<file path="src/rtl/scale_probe_pkg.sv">
package scale_probe_pkg;

    typedef enum logic [2:0] {
        ST_IDLE,
        ST_SYNC,
        ST_ARMED,
        ST_COUNT,
        ST_REPORT
    } probe_state_t;

endpackage

</file>
<file path="src/rtl/sp_line_sync.sv">
module sp_line_sync #(
    parameter int unsigned STAGES = 2
) (
    input  logic clk,
    input  logic rst_n,
    input  logic raw_i,
    output logic line_o,
    output logic fall_o
);
    logic [STAGES-1:0] sh_q;
    logic              last_q;

    generate
        if (STAGES == 1) begin : g_one
            always_ff @(posedge clk or negedge rst_n) begin
                if (!rst_n) sh_q <= '0;
                else        sh_q <= raw_i;
            end
        end else begin : g_many
            always_ff @(posedge clk or negedge rst_n) begin
                if (!rst_n) sh_q <= '0;
                else        sh_q <= {sh_q[STAGES-2:0], raw_i};
            end
        end
    endgenerate

    always_ff @(posedge clk or negedge rst_n) begin
        if (!rst_n) last_q <= 1'b0;
        else        last_q <= sh_q[STAGES-1];
    end

    assign line_o = sh_q[STAGES-1];
    assign fall_o = last_q & ~sh_q[STAGES-1];

    // a high level at the output was present at the input STAGES edges earlier
    assert_sync_delay_R9: assert property (@(posedge clk) disable iff (!rst_n)
        line_o |-> $past(raw_i, STAGES));

endmodule

</file>
<file path="src/rtl/sp_sat_count.sv">
module sp_sat_count #(
    parameter int unsigned W = 8
) (
    input  logic         clk,
    input  logic         rst_n,
    input  logic         clr_i,
    input  logic         inc_i,
    output logic [W-1:0] cnt_o
);
    localparam logic [W-1:0] TOP = '1;

    logic [W-1:0] cnt_q;

    always_ff @(posedge clk or negedge rst_n) begin
        if (!rst_n)                     cnt_q <= '0;
        else if (clr_i)                 cnt_q <= '0;
        else if (inc_i && cnt_q != TOP) cnt_q <= cnt_q + 1'b1;
    end

    assign cnt_o = cnt_q;

    // a full counter stays full instead of wrapping
    assert_no_wrap_R7: assert property (@(posedge clk) disable iff (!rst_n)
        (inc_i && !clr_i && cnt_q == TOP) |=> (cnt_q == TOP));

endmodule

</file>
<file path="src/rtl/scale_probe.sv">
module scale_probe
    import scale_probe_pkg::*;
#(
    parameter int unsigned SYNC_STAGES  = 2,
    parameter int unsigned GAP_CYC      = 50_000,
    parameter int unsigned FAST_WIN_CYC = 1_250_000,
    parameter int unsigned NODEV_CYC    = 25_000_000,
    parameter int unsigned PULSE_THR    = 30
) (
    input  logic clk,
    input  logic rst_n,
    input  logic req_i,
    input  logic scl_i,
    output logic done_o,
    output logic fmt_bin_o,
    output logic fast_o,
    output logic nodev_o
);
    localparam int unsigned T_A  = (GAP_CYC > FAST_WIN_CYC) ? GAP_CYC : FAST_WIN_CYC;
    localparam int unsigned T_MX = (T_A > NODEV_CYC) ? T_A : NODEV_CYC;
    localparam int unsigned CW   = $clog2(T_MX + 1) + 1;
    localparam int unsigned PW   = $clog2(PULSE_THR + 2) + 1;

    localparam logic [CW-1:0] GAP_L  = CW'(GAP_CYC);
    localparam logic [CW-1:0] FAST_L = CW'(FAST_WIN_CYC);
    localparam logic [CW-1:0] NDEV_L = CW'(NODEV_CYC);
    localparam logic [PW-1:0] THR_L  = PW'(PULSE_THR);

    logic          line, fall;
    probe_state_t  st_q, st_nx;
    logic [CW-1:0] low_q, age_q;
    logic [PW-1:0] pcnt_q;
    logic          age_clr, pcnt_clr, pcnt_inc;
    logic          seen_fast_q;
    logic          fmt_q, fast_q, nodev_q;

    sp_line_sync #(.STAGES(SYNC_STAGES)) u_sync (
        .clk    (clk),
        .rst_n  (rst_n),
        .raw_i  (scl_i),
        .line_o (line),
        .fall_o (fall)
    );

    // consecutive low samples of the synchronized line
    sp_sat_count #(.W(CW)) u_low (
        .clk   (clk),
        .rst_n (rst_n),
        .clr_i (line),
        .inc_i (1'b1),
        .cnt_o (low_q)
    );

    // cycles spent in the current state
    assign age_clr = (st_q == ST_IDLE) || (st_nx != st_q);

    sp_sat_count #(.W(CW)) u_age (
        .clk   (clk),
        .rst_n (rst_n),
        .clr_i (age_clr),
        .inc_i (1'b1),
        .cnt_o (age_q)
    );

    // falling edges inside the burst
    assign pcnt_clr = (st_q != ST_COUNT);
    assign pcnt_inc = fall;

    sp_sat_count #(.W(PW)) u_pulses (
        .clk   (clk),
        .rst_n (rst_n),
        .clr_i (pcnt_clr),
        .inc_i (pcnt_inc),
        .cnt_o (pcnt_q)
    );

    // state register
    always_ff @(posedge clk or negedge rst_n) begin
        if (!rst_n) st_q <= ST_IDLE;
        else        st_q <= st_nx;
    end

    // next state
    always_comb begin
        st_nx = st_q;
        unique case (st_q)
            ST_IDLE: begin
                if (req_i) st_nx = ST_SYNC;
            end
            ST_SYNC: begin
                if (low_q >= GAP_L)       st_nx = ST_ARMED;
                else if (age_q >= NDEV_L) st_nx = ST_REPORT;
            end
            ST_ARMED: begin
                if (line)                 st_nx = ST_COUNT;
                else if (age_q >= NDEV_L) st_nx = ST_REPORT;
            end
            ST_COUNT: begin
                if (low_q >= GAP_L) st_nx = ST_REPORT;
            end
            ST_REPORT: st_nx = ST_IDLE;
            default:   st_nx = ST_IDLE;
        endcase
    end

    // outputs: rate capture and result registers
    always_ff @(posedge clk or negedge rst_n) begin
        if (!rst_n) begin
            seen_fast_q <= 1'b0;
            fmt_q       <= 1'b0;
            fast_q      <= 1'b0;
            nodev_q     <= 1'b0;
        end else begin
            if (st_q == ST_ARMED && line)
                seen_fast_q <= (age_q < FAST_L);
            if (st_nx == ST_REPORT && st_q != ST_REPORT) begin
                if (st_q == ST_COUNT) begin
                    fmt_q   <= (pcnt_q > THR_L);
                    fast_q  <= seen_fast_q;
                    nodev_q <= 1'b0;
                end else begin
                    fmt_q   <= 1'b0;
                    fast_q  <= 1'b0;
                    nodev_q <= 1'b1;
                end
            end
        end
    end

    assign done_o    = (st_q == ST_REPORT);
    assign fmt_bin_o = fmt_q;
    assign fast_o    = fast_q;
    assign nodev_o   = nodev_q;

    // done lasts one cycle
    assert_done_single_R8: assert property (@(posedge clk) disable iff (!rst_n)
        done_o |=> !done_o);

    // results only change together with a new done
    assert_result_hold_R8: assert property (@(posedge clk) disable iff (!rst_n)
        !done_o |=> (done_o || ($stable(fmt_bin_o) && $stable(fast_o) && $stable(nodev_o))));

    // a running classification never drops back to IDLE without reporting
    assert_busy_no_restart_R1: assert property (@(posedge clk) disable iff (!rst_n)
        (st_q == ST_SYNC || st_q == ST_ARMED || st_q == ST_COUNT) |=> (st_q != ST_IDLE));

    // ARMED is entered only after a full quiet gap
    assert_gap_before_armed_R2: assert property (@(posedge clk) disable iff (!rst_n)
        $rose(st_q == ST_ARMED) |-> ($past(low_q) >= GAP_L));

    // a no-device report never claims a format or a rate
    assert_nodev_clean_R6: assert property (@(posedge clk) disable iff (!rst_n)
        (done_o && nodev_o) |-> (!fmt_bin_o && !fast_o));

endmodule

</file>
<file path="config.mk">
export PLATFORM = sky130hd
export DESIGN_NAME = scale_probe
export DESIGN_NICKNAME = d
export VERILOG_FILES = /design/src/rtl/scale_probe_pkg.sv /design/src/rtl/sp_line_sync.sv /design/src/rtl/sp_sat_count.sv /design/src/rtl/scale_probe.sv
export SDC_FILE = /design/constraint.sdc
export NUM_CORES = 1
export LEC_CHECK = 0
export BUFFER_PORTS_ARGS = -buffer_cell sky130_fd_sc_hd__buf_2
export CAP_MARGIN = 15
export CORE_MARGIN = 2
export CORE_UTILIZATION = 38
export CTS_CLUSTER_DIAMETER = 120
export DETAILED_ROUTE_END_ITERATION = 10
export PLACE_DENSITY = 0.61
export SYNTH_ARGS = -nofsm -noshare
export SYNTH_HDL_FRONTEND = slang
export SYNTH_SLANG_ARGS = --single-unit
</file>
<file path="constraint.sdc">
create_clock -name clk -period 5.6 [get_ports clk]
set_input_delay 0 -clock clk [delete_from_list [all_inputs] [get_ports clk]]
set_output_delay 0 -clock clk [all_outputs]
set_load 0.02 [all_outputs]
</file>
==> results of run 1 <==
## timing repair
action,in CTS,in global routing
setup endpoints to repair,0,0
hold buffers,2,0
hold endpoints to repair,69,0
## power by group through the flow
stage / Combinational (W) / Sequential (W) / Clock (W)
after global placement: 0.0000228 / 0.000505 / 0
after detailed placement: 0.0000233 / 0.000505 / 0
after floorplan: 0.00000834 / 0.000505 / 0
final: 0.0000231 / 0.000496 / 0.000403
after global routing: 0.0000275 / 0.000496 / 0.000438
after CTS: 0.0000245 / 0.000496 / 0.000415
## cells in the mapped netlist, types with 8 or more instances
| cell | n |
|---|---|
| nand2_1 | 54 |
| inv_1 | 20 |
| o21ai_0 | 10 |
| xnor2_1 | 32 |
| nor4_1 | 11 |
| xor2_1 | 16 |
| nand4_1 | 18 |
| nor2_1 | 43 |
| dfrtp_1 | 68 |
| buf_6 | 8 |
| a21oi_1 | 15 |
| nor3_2 | 21 |
| clkbuf_1 | 14 |
| nand3_1 | 18 |
| nor3_1 | 22 |
## registers in the layout, summed over array words and instances, names as in the netlist, 2 cells and up
register / cells
st_q: 3
u_age.cnt_o: 26
u_low.cnt_o: 26
u_pulses.cnt_o: 6
u_sync.sh_q: 2
## cell type report
class | count | share of cell area [%]
inverters | 20 | 1.66
clock inverters | 2 | 0.773
well taps | 140 | 3.86
clock buffers | 12 | 3.42
repair buffers | 15 | 2.21
multi-input cells | 349 | 50.6
flip-flops and latches | 68 | 37.5
## cells by family (layout without fill, tap and decap cells)
group / after synthesis / after routing
AND/OR/NAND/NOR: 230 / 230
adder cells (fa/ha/maj): 6 / 6
XOR/XNOR: 48 / 48
buffers and inverters: 46 / 49
AO/OA/AOI/OAI: 59 / 59
multiplexers: 6 / 6
flip-flops: 68 / 68
## critical path, delay by kind of cell (launching register included)
kind	cells	cell delay, ns
flip-flops	1	0.43
AO/OA/AOI/OAI	1	0.24
buffers and inverters	1	0.39
AND/OR/NAND/NOR	4	1.54
## per-layer routing
layer / routed length [µm] / share of wire [%]
met5: 0 / 0
met4: 121 / 1.4
met3: 392 / 4.4
met2: 4040 / 45
met1: 4400 / 49
## metrics by stage
stage,hold slack (ns),cells,instance area [µm²]
5_1_grt,0.178,606,4530
3_3_place_gp,0.113,590,4320
3_5_place_dp,0.113,590,4320
6_report,0.149,606,4530
2_1_floorplan,-0.296,463,4230
4_1_cts,0.132,606,4530
## final timing paths
path / startpoint / to / slack, ns / depth (start not counted)
worst max-delay path: u_low.cnt_o[12] / u_age.cnt_o[24] / 2.84 / 6
worst min-delay path: req_i / st_q[0] / 0.15 / 4
worst max register to register: u_low.cnt_o[12] / u_age.cnt_o[24] / 2.84 / 6
worst min register to register: u_sync.sh_q[0] / u_sync.sh_q[1] / 0.35 / 0
max in group asynchronous: rst_n / u_sync.sh_q[1] / 4.62 / 3
min in group asynchronous: rst_n / u_age.cnt_o[18] / 0.39 / 3
==> results.py, run 1 <==
metrics = {
    "critical_path": {
        "cp.arrival_ns": 2.97,
        "path_cells": "or4_1 > o21a_1 > or2_1 > nor3_4 > buf_4 > nor3_1",
        "critPathMaxFanout": 16,
        "startpoint_type": "flop",
        "cp_slowest_stage_delay_ns": 0.61,
        "cp.required_ns": 5.81,
        "critical_path_class": "reg -> reg",
        "end_kind": "flop",
        "critPathSlowestCell": "nor3_4",
    },
    "synthesis": {
        "syn_inst": 463,
        "yosys_warnings": 0,
        "ys_top_cells_by_area": "dfrtp_1 40%, xnor2_1 6.6%, nor3_2 5.0%, nand2_1 4.8%, nor2_1 3.8%",
        "synth_edf_count": 0,
        "ys_seq_elements": 68,
        "syn_area_per_cell_um2": 9.13,
        "synth_seq_area_share_pct": 40.2,
        "async_flop_share_pct": 100,
        "yosysTopAreaCellShare_pct": 40.2,
        "synth_xor_area_share_pct": 9.94,
        "synth.distinct_cells": 58,
        "synth_top_area_cell": "dfrtp_1",
        "synth_top_family_by_area": "simple AND/OR/NAND/NOR gates",
        "synth_nets": 473,
        "syn_area_um2": 4230,
        "ys.flop_type": "dfrtp_1",
        "yosys.area_share.simple_pct": 30.6,
        "synth_compound_area_share_pct": 10.2,
        "synthAdderAreaFrac_pct": 1.78,
        "yosys-mux-area-fraction_pct": 1.48,
    },
    "final_layout": {
        "mostFrequentLayoutCells": "68 x dfrtp_1, 54 x nand2_1, 43 x nor2_1",
        "seq_area_um2": 1700,
        "num-nets-final": 473,
        "syn2layout_area_growth_pct": 7.25,
        "n_antenna_cell": 0,
        "drive_gt1_share_pct": 13.1,
        "multi_input_area_um2": 2290,
        "fill_cells": 1085,
        "final_core_util_pct": 41.8,
        "layout_commonest_cell": "dfrtp_1",
    },
    "route": {
        "finalWirelength_um": 8950,
        "drt_iter0_drc": 182,
        "wl_per_cell_um": 14.8,
        "drc_errors": 0,
        "drtAntennaViolNets": 0,
        "viasPerCell": 5.52,
        "num_vias": 3346,
        "dr.pass1.iters": 5,
    },
    "global_routing": {
        "grt_pass1_wl_um": 15600,
        "antenna_found_initial": 0,
        "grt_use_met3_pct": 3.20,
        "gr-max-usage-layer": "met2",
        "met2_usage_pct": 24.7,
        "grt_pass1_vias": 3250,
        "grt_overflow_total": 0,
        "grt_usage_pct": 16.6,
        "grt_max_degree": 69,
        "grt_use_met1_pct": 23.5,
    },
    "pwr": {
        "power_leakage_nw": 1.88,
        "power_w": 0.000922,
        "ir_drop_mv": 0.120,
        "pwr-share-comb_pct": 2.5,
        "swShare_pct": 21.5,
        "p_per_area_nw_per_um2": 203,
        "power.internal_w": 0.000724,
        "power_frac_clock_pct": 43.8,
        "p_sw_w": 0.000198,
        "power_frac_seq_pct": 53.7,
    },
    "clock_network": {
        "cts_buffer_depth": 2,
        "cts_num_sinks": 68,
        "htree_levels": 3,
        "post_cts_resized": 0,
        "path_clk_slew_ns": 0.07,
        "clk_latency_ns": 0.35,
        "post-cts-setup-buffer-count": 0,
        "cts_buffers": 9,
        "cts_tree": "yes",
        "cts_root_buffer": "clkbuf_8",
    },
    "run": {
        "drv_cap": 0,
    },
    "floorplanning": {
        "pin_count": 8,
        "dieWidth_um": 109,
        "die_y_um": 109,
        "rows": 38,
        "start_util_pct": 39.0,
        "core_area_um2": 10800,
        "die_area_um2": 12000,
    },
    "timing": {
        "slew_headroom_pct": 41.9,
        "min_period_over_period_pct": 49.3,
        "skew_ns": 0.0110,
        "fmax_mhz": 362,
        "slew_viol_final": 0,
        "tns_ns": 0,
        "hold_viol_final": 0,
        "period_minus_slack_ns": 2.76,
        "setup_viol": 0,
        "rsz0062_at_grt": "false",
        "layout_setup_ws_ns": 2.84,
        "tightest_slew_ns": 0.871,
    },
    "placement": {
        "place_hpwl_um": 5880,
        "io_buffer_count": 7,
        "dp_slack_ns": 2.85,
        "finalWeightedCongestion": 0.850,
    },
    "run_status": {
        "status": "complete, no violations",
    },
    "min_path": {
        "hold_class": "in -> reg",
    },
}
Power figures use the tool's default switching activity.
==> inputs of run 2 (changes only) <==
--- a/config.mk
+++ b/config.mk
@@ -11,7 +11,7 @@
 export CORE_UTILIZATION = 38
 export CTS_CLUSTER_DIAMETER = 120
 export DETAILED_ROUTE_END_ITERATION = 10
-export PLACE_DENSITY = 0.61
+export PLACE_DENSITY = 0.63
 export SYNTH_ARGS = -nofsm -noshare
 export SYNTH_HDL_FRONTEND = slang
 export SYNTH_SLANG_ARGS = --single-unit
==> constraint.sdc (replaced) <==
create_clock -name clk -period 2.5 [get_ports clk]
set_input_delay 0 -clock clk [delete_from_list [all_inputs] [get_ports clk]]
set_output_delay 0 -clock clk [all_outputs]
set_load 0.02 [all_outputs]
==> results.py, run 2 (synthesis gave the netlist of run 1 again) <==
metrics = {
    "route": {
        "dr.pass1.iters": 4,
        "viasPerCell": 5.53,
        "drtAntennaViolNets": 0,
        "finalWirelength_um": 9070,
        "drt_iter0_drc": 196,
        "num_vias": 3411,
        "wl_per_cell_um": 14.7,
        "drc_errors": 0,
    },
    "clock_network": {
        "cts_root_buffer": "clkbuf_8",
        "cts_tree": "yes",
        "clk_latency_ns": 0.36,
        "cts_num_sinks": 68,
        "htree_levels": 3,
        "cts_buffer_depth": 2,
        "path_clk_slew_ns": 0.08,
        "cts_buffers": 9,
    },
    "pwr": {
        "power.internal_w": 0.00150,
        "p_sw_w": 0.000483,
        "power_frac_seq_pct": 56.0,
        "power_leakage_nw": 1.91,
        "ir_drop_mv": 0.238,
        "p_per_area_nw_per_um2": 432,
        "swShare_pct": 24.3,
        "power_frac_clock_pct": 41.4,
        "pwr-share-comb_pct": 2.6,
    },
    "timing": {
        "period_minus_slack_ns": 2.30,
        "rsz0062_at_grt": "false",
        "min_period_over_period_pct": 91.8,
        "slew_viol_final": 0,
        "slew_headroom_pct": 49.0,
        "tns_ns": 0,
        "skew_ns": 0.0130,
        "hold_viol_final": 0,
        "fmax_mhz": 436,
        "setup_viol": 0,
        "tightest_slew_ns": 0.765,
    },
    "floorplanning": {
        "pin_count": 8,
        "core_area_um2": 10800,
        "die_y_um": 109,
        "rows": 38,
        "die_area_um2": 12000,
        "start_util_pct": 39.0,
        "dieWidth_um": 109,
    },
    "critical_path": {
        "critPathMaxFanout": 15,
        "critical_path_class": "reg -> reg",
        "cp_slowest_stage_delay_ns": 0.54,
        "critPathSlowestCell": "or4_1",
        "startpoint_type": "flop",
        "crit_buf_inv": 1,
        "cp.arrival_ns": 2.53,
        "reg2reg_slack_ns": 0.20,
        "cp.required_ns": 2.73,
        "path_cells": "or4_1 > o21a_1 > or2_1 > nor3_4 > buf_6 > nor4b_1",
        "path_delay_family": "simple AND/OR/NAND/NOR gates",
        "end_kind": "flop",
    },
    "run": {
        "drv_cap": 0,
    },
    "placement": {
        "dpl-instance-area_um2": 4400,
        "finalWeightedCongestion": 0.808,
        "place_hpwl_um": 6260,
        "io_buffer_count": 7,
    },
    "final_layout": {
        "n_antenna_cell": 0,
        "seq_area_um2": 1700,
        "fill_cells": 1067,
        "syn2layout_area_growth_pct": 8.76,
        "mostFrequentLayoutCells": "68 x dfrtp_1, 54 x nand2_1, 43 x nor2_1",
        "multi_input_area_um2": 2290,
        "num-nets-final": 482,
        "drive_gt1_share_pct": 14.9,
        "layout_commonest_cell": "dfrtp_1",
        "design_area_um2": 4600,
    },
    "global_routing": {
        "grt_use_met1_pct": 23.0,
        "grt_pass1_wl_um": 16000,
        "grt_pass1_vias": 3322,
        "grt_overflow_total": 0,
        "grt_use_met3_pct": 2.13,
        "gr-max-usage-layer": "met2",
        "grt_usage_pct": 16.9,
        "grt_max_degree": 35,
        "antenna_found_initial": 0,
        "met2_usage_pct": 27.0,
    },
    "min_path": {
        "hold_class": "in -> reg",
    },
    "run_status": {
        "status": "complete, no violations",
    },
}
==> run 2: power by group through the flow <==
stage	Clock [W]	Sequential (W)	Combinational, W
floorplan	0	0.00113	0.0000187
global placement	0	0.00113	0.0000506
detailed placement	0	0.00113	0.0000519
CTS	0.000845	0.00111	0.0000545
global route	0.000892	0.00111	0.0000616
finish	0.000823	0.00111	0.0000519
==> run 2: through the flow <==
step                      std cells  hold WS, ns  total power, W  setup slack, ns  util (%)
after global routing            617        0.112         0.00207           0.0603      42.4
final                           617       0.0483         0.00199            0.205      42.4
after global placement          599        0.106         0.00118            0.232      40.6
after floorplan                 463       -0.296         0.00115            0.332         -
after detailed placement        599        0.109         0.00119            0.175      40.6
after CTS                       617       0.0326         0.00201            0.137      42.4
==> run 2: timing repair <==
action / in CTS / in global routing
hold endpoints to repair: 33 / 0
gates resized for setup: 0 / 1
endpoints found under the setup margin: 0 / 1
hold buffers: 2 / 0
setup buffers: 0 / 0
==> run 2: layout make-up <==
type,count,area share [%]
inverters,20,1.63
repair buffers,24,4.00
multi-input cells,349,49.9
clock buffers,12,3.16
clock inverters,4,0.544
well taps,140,3.81
flip-flops and latches,68,37.0
==> run 2: tightest hold or removal path: cells and delay by family <==
kind            cells  cell delay, ns
compound gates      1            0.11
buf+inv             1            0.07
mux                 1            0.13
simple gates        1            0.05
==> run 2: final timing paths <==
path,cells after the start,startpoint,end
min,4,req_i,st_q[0]
min in group asynchronous,2,rst_n,u_low.cnt_o[25]
max in group asynchronous,3,rst_n,u_age.cnt_o[19]
max,6,u_low.cnt_o[12],u_age.cnt_o[1]
max reg2reg,6,u_low.cnt_o[12],u_age.cnt_o[1]
min reg2reg,0,u_sync.sh_q[0],u_sync.sh_q[1]
==> run 2: metal layers <==
| layer | part of all wire [%] | vias up | routed length, µm |
|---|---|---|---|
| li1 | - | 1660 | - |
| met4 | 1.8 | 0 | 164 |
| met1 | 48 | 1702 | 4380 |
| met5 | 0 | - | 0 |
| met2 | 48 | 38 | 4330 |
| met3 | 2.1 | 11 | 191 |
